[config.mk]
export PLATFORM = sky130hd
export DESIGN_NAME = result_packer
export DESIGN_NICKNAME = d
export VERILOG_FILES = /design/src/rtl/rpk_pkg.sv /design/src/rtl/rpk_capacity.sv /design/src/rtl/rpk_place.sv /design/src/rtl/result_packer.sv
export SDC_FILE = /design/constraint.sdc
export NUM_CORES = 1
export LEC_CHECK = 0
export BUFFER_PORTS_ARGS = -buffer_cell sky130_fd_sc_hd__buf_2
export CAP_MARGIN = 20
export CORE_MARGIN = 2
export CORE_UTILIZATION = 39
export CTS_CLUSTER_DIAMETER = 200
export DETAILED_ROUTE_END_ITERATION = 10
export GPL_TIMING_DRIVEN = 0
export PLACE_DENSITY = 0.65
export SLEW_MARGIN = 5
export SYNTH_ARGS = -nofsm -noshare
export SYNTH_HDL_FRONTEND = slang
export SYNTH_SLANG_ARGS = --single-unit
[constraint.sdc]
create_clock -name clk -period 4.65 [get_ports clk]
set_input_delay 0.2325 -clock clk [delete_from_list [all_inputs] [get_ports clk]]
set_output_delay 0.2325 -clock clk [all_outputs]
set_load 0.02 [all_outputs]
[src/rtl/rpk_pkg.sv]
package rpk_pkg;
    // Full destination register width; the width codes divide it by 1, 2, 4, 8.
    localparam int unsigned DATA_W = 64;
    localparam int unsigned STRB_W = DATA_W / 8;

    typedef enum logic [1:0] {
        EW_64 = 2'd0,
        EW_32 = 2'd1,
        EW_16 = 2'd2,
        EW_8  = 2'd3
    } elem_w_e;

    function automatic logic [STRB_W-1:0] strobe_of(input logic [1:0] code);
        logic [STRB_W-1:0] full;
        full = '1;
        return full >> (STRB_W - (STRB_W >> code));
    endfunction
endpackage

[src/rtl/rpk_capacity.sv]
// Number of results that complete one destination element.
module rpk_capacity #(
    parameter int unsigned SLOTS  = 8,
    parameter int unsigned WIDE_W = 4,
    localparam int unsigned CNT_W = $clog2(SLOTS) + 1
) (
    input  logic             res_wide,
    input  logic [1:0]       grp_sel,
    input  logic [1:0]       elem_w,
    output logic [CNT_W-1:0] cap
);
    import rpk_pkg::*;
    localparam int unsigned WSH = $clog2(WIDE_W);

    logic [7:0] elem_bits;
    logic [7:0] room;
    logic [7:0] group;

    always_comb begin
        elem_bits = 8'(DATA_W >> elem_w);
        room      = res_wide ? (elem_bits >> WSH) : elem_bits;
        group     = 8'(1) << grp_sel;
        cap       = (room < group) ? CNT_W'(room) : CNT_W'(group);
    end
endmodule

[src/rtl/rpk_place.sv]
// Moves one result into its slot position within an element.
module rpk_place #(
    parameter int unsigned SLOTS  = 8,
    parameter int unsigned WIDE_W = 4,
    localparam int unsigned SLOT_W = $clog2(SLOTS),
    localparam int unsigned DATA_W = rpk_pkg::DATA_W
) (
    input  logic              res_wide,
    input  logic [SLOT_W-1:0] slot,
    input  logic [WIDE_W-1:0] data,
    output logic [DATA_W-1:0] placed
);
    logic [SLOTS*WIDE_W-1:0] wide_f;
    logic [SLOTS-1:0]        narrow_f;

    for (genvar s = 0; s < SLOTS; s++) begin : g_slot
        assign wide_f[s*WIDE_W +: WIDE_W] = (slot == SLOT_W'(s)) ? data : '0;
        assign narrow_f[s]                = (slot == SLOT_W'(s)) & data[0];
    end

    assign placed = res_wide ? DATA_W'(wide_f) : DATA_W'(narrow_f);
endmodule

[src/rtl/result_packer.sv]
module result_packer #(
    parameter int unsigned SLOTS  = 8,
    parameter int unsigned WIDE_W = 4,
    parameter int unsigned IDX_W  = 16,
    localparam int unsigned SLOT_W = $clog2(SLOTS),
    localparam int unsigned CNT_W  = SLOT_W + 1,
    localparam int unsigned DATA_W = rpk_pkg::DATA_W,
    localparam int unsigned STRB_W = rpk_pkg::STRB_W
) (
    input  logic              clk,
    input  logic              rst_n,
    input  logic              res_wide,
    input  logic [1:0]        grp_sel,
    input  logic [1:0]        elem_w,
    input  logic              in_valid,
    input  logic [WIDE_W-1:0] in_data,
    input  logic              in_last,
    output logic              out_valid,
    output logic [DATA_W-1:0] out_data,
    output logic [IDX_W-1:0]  out_index,
    output logic [STRB_W-1:0] out_strb
);
    import rpk_pkg::*;

    typedef struct packed {
        logic [DATA_W-1:0] acc;
        logic [CNT_W-1:0]  fill;
        logic [IDX_W-1:0]  idx;
        logic              ov;
        logic [DATA_W-1:0] od;
        logic [IDX_W-1:0]  oi;
        logic [STRB_W-1:0] os;
    } state_t;

    state_t st_d, st_q;

    logic [CNT_W-1:0]  cap;
    logic [DATA_W-1:0] placed;
    logic [DATA_W-1:0] acc_next;
    logic [CNT_W-1:0]  fill_next;
    logic              done;

    rpk_capacity #(.SLOTS(SLOTS), .WIDE_W(WIDE_W)) u_cap (
        .res_wide (res_wide),
        .grp_sel  (grp_sel),
        .elem_w   (elem_w),
        .cap      (cap)
    );

    rpk_place #(.SLOTS(SLOTS), .WIDE_W(WIDE_W)) u_place (
        .res_wide (res_wide),
        .slot     (st_q.fill[SLOT_W-1:0]),
        .data     (in_data),
        .placed   (placed)
    );

    always_comb begin
        st_d      = st_q;
        st_d.ov   = 1'b0;
        st_d.os   = '0;
        acc_next  = st_q.acc | placed;
        fill_next = st_q.fill + CNT_W'(1);
        done      = (fill_next >= cap) || in_last;
        if (in_valid) begin
            if (done) begin
                st_d.ov   = 1'b1;
                st_d.od   = acc_next;
                st_d.oi   = st_q.idx;
                st_d.os   = strobe_of(elem_w);
                st_d.idx  = st_q.idx + IDX_W'(1);
                st_d.acc  = '0;
                st_d.fill = '0;
            end else begin
                st_d.acc  = acc_next;
                st_d.fill = fill_next;
            end
        end
    end

    always_ff @(posedge clk) begin
        if (!rst_n) begin
            st_q <= '0;
        end else begin
            st_q <= st_d;
        end
    end

    assign out_valid = st_q.ov;
    assign out_data  = st_q.od;
    assign out_index = st_q.oi;
    assign out_strb  = st_q.os;
endmodule

=== Yosys cells after proc, flatten, opt, wreduce, memory -nomap -nowiden ===
Index checks and enable logic that the tools add are counted.
Widths: inputs -> output; s select.

* Add/sub/neg operators: 3
* Order comparisons: 2
* Eq/ne operators: 7
* Shifts and indexed selects: 4
* Mux-type cells: 13
* Bitwise logic cells: 9
* Reductions and logical operators: 5

{| class="wikitable"
|+ Operator list
! kind !! number
|-
| $mux 89 || 1
|-
| $mux 68 || 1
|-
| $or 64x64->64 || 1
|-
| $mux 4 || 9
|-
| $mux 32 || 1
|-
| $shr 4x2->32 const A || 1
|-
| $shr 8x32->8 const A || 1
|-
| $sub 4x32->32 const A || 1
|-
| $add 16x1->16 const B || 1
|-
| $eq 3x3->1 const B || 4
|-
| $and 1x1->1 || 8
|-
| $lt 8x8->1 || 1
|-
| $mux 8 || 1
|-
| $shl 1x2->8 const A || 1
|-
| $shr 7x2->8 const A || 1
|-
| $eq 3x2->1 const B || 2
|-
| $add 4x1->4 const B || 1
|-
| $ge 4x4->1 || 1
|-
| $reduce_and 2->1 || 2
|-
| $eq 3x1->1 const B || 1
|-
| $logic_not 3->1 || 1
|-
| $reduce_and 3->1 || 1
|-
| $logic_or 1x1->1 || 1
|}

* Flip-flop bits (word level): 173
* Input bits: 13
* Logic and storage cells: 50

=== Depth between registers and ports, before layout ===
Gate-level depths: netlist of the first run.

* Depth in word-level cells: 7
* Mapped depth: 17
* Gate-level depth less buffers: 14

=== Cells and area by module ===
Synthesis of the first run repeated with hierarchy kept, for this count alone.

* Cell total of the unflattened synthesis: 923
* Area, all modules: 7,767.4 µm²

{| class="wikitable"
|+ By module, submodules not included
! module !! instances !! cells an instance !! area each (µm²) !! sequential area each (µm²)
|-
| result_packer || 1 || 799 || 6,880.3 || 3,383.2
|-
| rpk_place || 1 || 99 || 704.4 || 0.0
|-
| rpk_capacity || 1 || 25 || 182.7 || 0.0
|}

=== Worst setup path before layout of the first run ===
No wires, ideal clock.

* Path kind: input to register
* Start point: input res_wide
* End point: register st_q[103] (netlist bit)
* Data arrival time: 3.052 ns
* Data required time: 4.579 ns
* Slack: 1.527 ns
* Stages: 14
* Buffers on the path: 1
* Path through: clkbuf_1 xor2_1 and2_1 ha_1 nor2_1 a211o_1 nor3b_1 a2bb2oi_1 ha_1 o211ai_1 o21ai_4 nand3_1 or4_1 a21oi_1

* Word-level cells in the longest chain between the ends: 6

{| class="wikitable"
|+ Ends and longest elaborated chain
! element !! line !! source
|-
| start: declaration || result_packer.sv:12 || <nowiki>input logic res_wide,</nowiki>
|-
| $mux 8 * || rpk_capacity.sv:21 || <nowiki>room = res_wide ? (elem_bits >> WSH) : elem_bits;</nowiki>
|-
| $lt 8x8->1 || rpk_capacity.sv:23 || <nowiki>cap = (room < group) ? CNT_W'(room) : CNT_W'(group);</nowiki>
|-
| $mux 4 * || rpk_capacity.sv:23 ||
|-
| $ge 4x4->1 * || result_packer.sv:63 || <nowiki>done = (fill_next >= cap) || in_last;</nowiki>
|-
| $logic_or 1x1->1 * || result_packer.sv:63 ||
|-
| $reduce_and 2->1 (no source line) * || n/a ||
|-
| end signal: assignment || result_packer.sv:84 || <nowiki>st_q <= st_d;</nowiki>
|-
| end: declaration || result_packer.sv:35 || <nowiki>state_t st_d, st_q;</nowiki>
|}

Mark *: on every way between the ends. The rest lies on a longest branch, timed or not.
A chain may end at the register's enable or synchronous reset.

=== Worst setup path after layout of the first run ===
* Start point: input res_wide
* End point: register st_q[136] (netlist bit)

* Word-level cells in the longest chain between the ends: 6

{| class="wikitable"
|+ Ends and longest elaborated chain
! element !! line !! source
|-
| $mux 8 || rpk_capacity.sv:21 ||
|-
| $lt 8x8->1 || rpk_capacity.sv:23 ||
|-
| $mux 4 || rpk_capacity.sv:23 ||
|-
| $ge 4x4->1 || result_packer.sv:63 ||
|-
| $logic_or 1x1->1 || result_packer.sv:63 ||
|-
| $mux 68 * || result_packer.sv:65 || <nowiki>if (done) begin</nowiki>
|}

Marked as above.

==> results.cfg, run 1 <==
[clocking]
cts-buffers-inserted = 9
clk_latency_ns = 0.35
clk_pin_slew_ns = 0.07
root_buffer = clkbuf_16
clock_sinks = 105
post_cts_resized = 0
postCtsHoldBufs = 0
htreeDepth = 3
cts_tree = yes
cts_setup_buffers = 0
ctsLongestPathBuffers = 2

[pwr]
p_per_area_nw_per_um2 = 347.4
p_leak_uw = 0.002666
power_uw = 2068
ir_worst_vdd_mv = 0.2275

[die]
initial_core_util_pct = 39.87
ios = 102
die_x_um = 117.4
coreArea_um2 = 12570
num_rows = 41
dieHeight_um = 117.4
die_area_um2 = 13770

[finish]
area_growth_pct = 18.80
layout.cells.non_filler = 885
drive_gt1_share_pct = 26.51
nets = 736
fin_util_pct = 47.37
antenna_cells = 0
fill_cells = 1245

[routing]
ant_nets = 0
wl_um = 11050
vias = 4172
drt_first_pass_iters = 5
drt-initial-drc-count = 227
viasPerCell = 4.714
wl_per_cell_um = 12.48
drc_errors = 0

[worst_setup_path]
r2r-start = st_q[107]
r2r_end = st_q[136]
cp_max_fo = 10
slowest_stage = clkbuf_1
rrSetupSlack_ns = 1.51
r2r_cells = 11
crit_buf_inv = 3
start_kind = input port
worstPathCellList = buf_2 -> clkbuf_1 -> xor2_1 -> and2_1 -> ha_1 -> nor3_1 -> a211o_1 -> nor3b_1 -> a2bb2oi_1 -> ha_1 -> o211ai_1 -> o21ai_4 -> nand2_2 -> nand2_1 -> clkbuf_1 -> nor2_1
end_kind = flop
crit_family = simple AND/OR/NAND/NOR gates
critical-path-max-stage-delay_ns = 0.43
crit_required_ns = 4.87
worstSetupPathType = input port to flop
cp.arrival_ns = 3.97

[sta]
worst_pin_slew_ns = 0.5684
maxSlewHeadroom_pct = 62.10
fin_setup_tns_ns = 0
grt_setup_unrepaired = false
setup-violations-final = 0
max_freq_mhz = 266.5
period_minus_slack_ns = 3.753
fin_ws_ns = 0.8974
drv_slew = 0
hold_violations = 0
finalCritPeriodShare_pct = 80.70
skew_ns = 0.008222

[yosys]
synth-edff-count = 0
ys_types = 47
async_flop_share_pct = 0
synth_top_area_share_pct = 41.95
synth.avg_cell_area_um2 = 8.352
ys_top_cells_by_count = dfxtp_1, buf_4, nor2_1
yosys_warnings = 0
yosysMostFrequentCell = dfxtp_1
synth_seq_area_share_pct = 41.95
synth-seq-cells = 105
syn-instance-count = 600
netlist_area_um2 = 5011
yosys-top-cells-area = dfxtp_1, buf_4, nor2_1
yosysTopAreaCell = dfxtp_1
ys.flop_type = dfxtp_1

[worst_hold_path]
hp-class = input port to flop
min_delay_path_depth = 2
hold_start = elem_w[0]
whs_endpoint = out_strb[1]

[grt]
grt_pass1_vias = 3967
grt_antenna_before_repair = 0
overflow = 0
grt_usage_pct = 16.21
grt_max_degree = 19
grt_pass1_wl_um = 18450

[place]
post-dp-hpwl_um = 8353
gp_congestion = 0.8404
place_ws_ns = 0.5985
dp.cells = 869
port_buffers = 66

[run]
maxCapViolCount = 0

[outcome]
status = finished clean
==> how the worst max path moves through the flow <==
stage              from  cells past startpoint         to  slack (ns)
3_3_place_gp   res_wide                     16  st_q[114]        0.79
4_1_cts        res_wide                     16  st_q[106]        0.96
5_1_grt        res_wide                     16  st_q[136]        0.61
3_5_place_dp   res_wide                     16  st_q[106]        0.60
2_1_floorplan  res_wide                     14  st_q[103]        1.53
6_report       res_wide                     16  st_q[136]        0.90
==> per-stage QoR <==
| stage | cell area, um^2 | hold slack [ns] |
|---|---|---|
| after floorplan | 5127 | 0.3239 |
| after global placement | 5673 | 0.4476 |
| after global routing | 5953 | 0.1733 |
| after CTS | 5953 | 0.1502 |
| final | 5953 | 0.1725 |
| after detailed placement | 5673 | 0.4488 |
==> state kept, by name, summed over array words and instances (netlist names) <==
register and flops:
out_strb 4, st_q 52, out_index 16, out_data 32
out_valid 1
==> area by class of cell <==
type	count	area (um^2)	area share, %
repair buffers	66	330.3	5.549
plain buffers	126	815.8	13.70
multi-input cells	392	2180	36.61
flip-flops and latches	105	2102	35.31
well taps	172	215.2	3.615
inverters	8	30.03	0.5044
clock buffers	9	225.2	3.783
clock inverters	7	55.05	0.9248
==> cell families (layout without fill, tap and decap cells) <==
kind of cell / count (synthesis) / count (layout) / share of synthesized area (%)
AOI/OAI and AO/OA: 104 / 104 / 13.33
and+or+nand+nor: 226 / 226 / 21.30
DFF: 105 / 105 / 41.95
other: 1 / 32 / 0.07483
muxes: 3 / 3 / 0.6242
adders and majority gates: 15 / 15 / 3.745
xor gates and xnor gates: 12 / 12 / 2.098
buffers and inverters: 134 / 216 / 16.88
==> report_power, final <==
| group | leakage (uW) | internal (uW) | total (uW) | switching, uW |
|---|---|---|---|---|
| Sequential | 0.000853 | 938 | 962 | 24.8 |
| Clock | 0.000132 | 368 | 719 | 351 |
| Combinational | 0.00168 | 152 | 387 | 235 |
| Total | 0.00267 | 1460 | 2070 | 611 |
==> layout by cell type (no fill, tap or decap), types with 3 or more instances in the layout <==
cell type  Yosys  layout
xor2_1         9       9
a211oi_1      30      30
buf_4         88      88
nand2_1       45      45
a31oi_1       10      10
buf_1          6       6
nor2b_1        5       5
nand3_1        7       7
clkbuf_16      0       9
nand4_1        9       9
or4_1          3       3
nand2b_1       3       3
conb_1         1      32
dfxtp_1      105     105
xnor2_1        3       3
nor2_1        84      84
a21oi_1       45      45
and3_1         7       7
and2_1        12      12
o21ai_0        3       3
clkbuf_1      22      22
buf_2         10      76
inv_1          7       7
nor3_1        39      39
ha_1          15      15
==> routing by layer <==
layer  part of all wire (%)  up-vias  track usage, %
met5                      0        -               0
met4                    1.3        0           5.648
met3                    5.3       10           3.259
met2                     48      119           26.94
met1                     46     1899           20.99
li1                       -     2144               -
(Power assumes the default switching activity.)
==> inputs of run 2 (changes only) <==
- PLACE_DENSITY: 0.65 -> 0.67
- clock period: 4.65 -> 3.25 ns (I/O delays scaled with it)
==> results.cfg, run 2 (synthesis gave the netlist of run 1 again) <==
[outcome]
status = finished clean

[place]
post-dp-hpwl_um = 8341
port_buffers = 66
gp_congestion = 0.8280
place_area_um2 = 5673
place_ws_ns = -0.6469

[routing]
drt-initial-drc-count = 190
viasPerCell = 4.754
vias = 4212
maxUsedRoutingLayer = met4
routedLengthMet1_um = 5109
wl_met3_um = 508
drt_first_pass_iters = 4
route.met2.wl_um = 5136
wl_per_cell_um = 12.42
drc_errors = 0
wl_um = 11000
ant_nets = 0

[die]
num_rows = 41
coreArea_um2 = 12570
initial_core_util_pct = 39.87
ios = 102
dieHeight_um = 117.4
die_x_um = 117.4
die_area_um2 = 13770

[finish]
largest_reg_flops = 52
fill_cells = 1224
multiInputGateArea_um2 = 2187
drive_gt1_share_pct = 27.73
post-route-cell-area_um2 = 5987
mostFrequentLayoutCell = dfxtp_1
regMostFlops = st_q
nets = 737
fin_util_pct = 47.64
regArea_um2 = 2102
area_growth_pct = 19.48
antenna_cells = 0
final_cell_mix = dfxtp_1, buf_4, nor2_1

[sta]
maxSlewHeadroom_pct = 63.22
setup-violations-final = 0
worst_pin_slew_ns = 0.5517
finalCritPeriodShare_pct = 93.28
max_freq_mhz = 329.9
hold_violations = 0
skew_ns = 0.008367
period_minus_slack_ns = 3.032
fin_ws_ns = 0.2185
drv_slew = 0

[clocking]
clock_sinks = 105
clk_pin_slew_ns = 0.08
postCtsHoldBufs = 0
clk_latency_ns = 0.35
cts-buffers-inserted = 9
cts_tree = yes
root_buffer = clkbuf_16
htreeDepth = 3
ctsLongestPathBuffers = 2

[worst_setup_path]
rrSetupSlack_ns = 0.37
end_kind = flop
cp_max_fo = 17
start_kind = input port
crit_required_ns = 3.48
cp.arrival_ns = 3.26
worstSetupPathType = input port to flop

[grt]
grt_pass1_vias = 3921
grt_antenna_before_repair = 0
grt_usage_pct = 15.95
overflow = 0
grt_max_degree = 20
grt_pass1_wl_um = 18280

[run]
maxCapViolCount = 0

[pwr]
ir_worst_vdd_mv = 0.2425
power_uw = 2985
p_per_area_nw_per_um2 = 498.6
p_leak_uw = 0.002702

[worst_hold_path]
hp-class = input port to flop
## run 2: cell types whose count changed in the layout (fill, tap and decap cells not counted)
cell and change:
buf_1 -1, buf_2 -1, buf_4 +2, clkbuf_1 -5, clkbuf_2 +4, clkbuf_4 +2, clkinv_2 +1, clkinv_4 -1
clkinvlp_4 -2, inv_8 +2, nand2_1 -1, nand2_2 +1, nor3b_1 -1, nor3b_2 +1
## run 2: area by class of cell
class                   count  area share [%]
well taps                 172           3.595
clock buffers               9           3.762
clock inverters             7          0.9822
multi-input cells         392           36.53
inverters                   8          0.5016
flip-flops and latches    105           35.11
repair buffers             68           5.768
plain buffers             125           13.75
## run 2: critical path, stage by stage
cell and delay (ns):
buf_2 0.20, xor2_1 0.19, and2_1 0.17, ha_1 0.27
nor2_1 0.03, a211o_1 0.33, nor3b_2 0.19, nor3_1 0.17
ha_1 0.27, nor3b_1 0.35, o21ai_4 0.13, and2_1 0.18
buf_2 0.20, clkbuf_4 0.22, nor2_1 0.12, nor3_1 0.06
## run 2: power breakdown
| part | switching [uW] | internal, uW | total (uW) | leakage [uW] |
|---|---|---|---|---|
| clock | 508 | 535 | 1040 | 0.000144 |
| combinational | 339 | 227 | 565 | 0.00171 |
| sequential | 36.0 | 1340 | 1380 | 0.000853 |
## run 2: what timing repair did
action,4_1_cts,5_1_grt
setup buffers,0,2
pin swaps,0,1
cloned,0,0
setup endpoints to repair,89,92
gates resized for setup,4,6
## run 2: path summary, 6_finish.rpt
kind                                       to  cells past startpoint     startpoint
worst max-delay path             out_data[27]                     16       res_wide
worst min-delay path              out_strb[1]                      2      elem_w[0]
worst max register to register    out_strb[1]                     12      st_q[107]
worst min register to register  out_index[14]                      2  out_index[14]
## run 2: per-layer routing
metal | up-vias | GRT usage, %
li1 | 2145 | -
met1 | 1952 | 20.45
met2 | 100 | 26.28
met3 | 15 | 3.210
met4 | 0 | 6.476
met5 | - | 0
## run 2: per-stage QoR
step	TNS (ns)	std cells	hold WS [ns]
after detailed placement	-48.96	869	0.4468
after global routing	-0.06241	886	0.1005
after global placement	-37.46	869	0.4391
after CTS	0	884	0.07827
final	0	886	0.09794
after floorplan	0	631	0.2539
==> inputs of run 3 (changes only) <==
- ABC_AREA: unset -> 1
==> results.cfg, run 3 <==
[sta]
hold_violations = 0
max_freq_mhz = 374.0
drv_slew = 0
finalCritPeriodShare_pct = 82.27
fin_setup_tns_ns = 0
period_minus_slack_ns = 2.674
worst_pin_slew_ns = 0.5302
setup-violations-final = 0
maxSlewHeadroom_pct = 64.65
skew_ns = 0.007839
grt_setup_unrepaired = false

[yosys]
synth-seq-cells = 105
synth_seq_area_share_pct = 40.86
ys.flop_type = dfxtp_1
synth.avg_cell_area_um2 = 7.622
yosysTopAreaCell = dfxtp_1
async_flop_share_pct = 0
yosys_warnings = 0
netlist_area_um2 = 5145
syn-instance-count = 675
yosys-top-cells-area = dfxtp_1, buf_4, nand2_1
ys_types = 25
ys_top_cells_by_count = nand2_1, dfxtp_1, buf_4
yosysMostFrequentCell = nand2_1
synth-edff-count = 0
synth_top_area_share_pct = 40.86

[clocking]
postCtsHoldBufs = 0
cts_tree = yes
htreeDepth = 3
clk_pin_slew_ns = 0.07
cts-buffers-inserted = 9
ctsLongestPathBuffers = 2
clock_sinks = 105
cts_setup_buffers = 0
post_cts_resized = 0
clk_latency_ns = 0.34
root_buffer = clkbuf_16

[die]
num_rows = 41
die_area_um2 = 14130
coreArea_um2 = 12770
initial_core_util_pct = 40.28
die_x_um = 118.9
dieHeight_um = 118.9
ios = 102

[place]
post-dp-hpwl_um = 8503
gp_congestion = 0.8041
port_buffers = 67

[routing]
drt_first_pass_iters = 5
vias = 4302
drt-initial-drc-count = 264
wl_per_cell_um = 11.63
wl_um = 11170
drc_errors = 0
viasPerCell = 4.481
ant_nets = 0

[pwr]
seq_power_share_pct = 47.1
ir_worst_vdd_mv = 0.2854
power_uw = 2812
combinationalPowerShare_pct = 13.7
clockPowerShare_pct = 39.2
internal_power_uw = 2055
switchingPower_uw = 757.2
p_leak_uw = 0.002944
p_per_area_nw_per_um2 = 459.9
switching_share_pct = 26.93

[finish]
mostFrequentLayoutCell = nand2_1
area_growth_pct = 18.85
largest_reg_flops = 52
antenna_cells = 0
nets = 812
multiInputGateArea_um2 = 2182
regMostFlops = st_q
drive_gt1_share_pct = 25.63
fill_cells = 1285
regArea_um2 = 2102
final_cell_mix = nand2_1, dfxtp_1, buf_4

[grt]
grt_max_degree = 18
grt_pass1_vias = 3817
grt_pass1_wl_um = 18070
grt_antenna_before_repair = 0
overflow = 0
grt_usage_pct = 15.72

[worst_hold_path]
hp-class = input port to flop

[worst_setup_path]
cp_max_fo = 10
cp.arrival_ns = 2.89
end_kind = flop
start_kind = input port
worstSetupPathType = input port to flop
crit_required_ns = 3.47

[outcome]
status = finished clean

[run]
maxCapViolCount = 0
## run 3: cells by family after synthesis
| group | after synthesis | synth area share, % |
|---|---|---|
| compound gates | 102 | 10.68 |
| xor+xnor | 4 | 0.6809 |
| fa+ha+maj | 15 | 3.648 |
| buf+inv | 166 | 18.99 |
| flops | 105 | 40.86 |
| other cells | 1 | 0.07289 |
| simple gates | 282 | 25.07 |
## run 3: per-stage QoR
step	hold WS [ns]	instances	worst slack, ns	instance area, um^2	utilization, %
3_3_place_gp	0.4036	945	0.2272	5812	45.50
2_1_floorplan	0.2410	706	0.8523	5261	-
5_1_grt	0.06414	960	0.1990	6115	47.87
4_1_cts	0.04448	960	0.5504	6115	47.87
6_report	0.05197	960	0.5761	6115	47.87
3_5_place_dp	0.4108	945	0.1770	5812	45.50
## run 3: power by group through the flow
stage / sequential, uW / clock [uW] / combinational (uW)
after floorplan: 1350 / 0 / 293
after global placement: 1350 / 0 / 383
after detailed placement: 1350 / 0 / 385
after CTS: 1320 / 1120 / 386
after global routing: 1330 / 1170 / 429
final: 1320 / 1100 / 385
## run 3: worst paths after layout
| path | start | end | slack, ns | cells past startpoint |
|---|---|---|---|---|
| setup / recovery | res_wide | out_data[23] | 0.58 | 18 |
| hold / removal | elem_w[0] | out_strb[1] | 0.05 | 2 |
| setup reg to reg | st_q[105] | out_data[23] | 0.91 | 11 |
| hold reg to reg | st_q[113] | st_q[113] | 0.45 | 2 |
## run 3: worst max-delay path, cell delays in order
cell and delay, ns:
buf_2 0.14, buf_2 0.23, nand2_1 0.09, nor2_1 0.15
ha_1 0.25, o21ai_0 0.07, nand2_1 0.07, nand3_1 0.07
nand3_1 0.16, o21ai_0 0.23, ha_1 0.27, nand2_1 0.07
nand2_1 0.05, inv_1 0.08, nand2_4 0.12, nand3_4 0.14
clkbuf_1 0.37, o21ai_0 0.14
## run 3: layout make-up
type	instances	area share [%]
clock inverters	5	1.044
flip-flops and latches	105	34.38
well taps	172	3.520
clock buffers	10	3.908
repair buffers	67	5.484
multi-input cells	435	35.69
inverters	50	3.069
plain buffers	116	12.91
## run 3: per-layer routing
metal / up-vias / global-route usage (%) / routed length [um]
met3: 7 / 3.065 / 512
met4: 0 / 4.092 / 99
met2: 103 / 25.47 / 5074
li1: 2291 / - / -
met1: 1901 / 21.46 / 5481
met5: - / 0 / 0
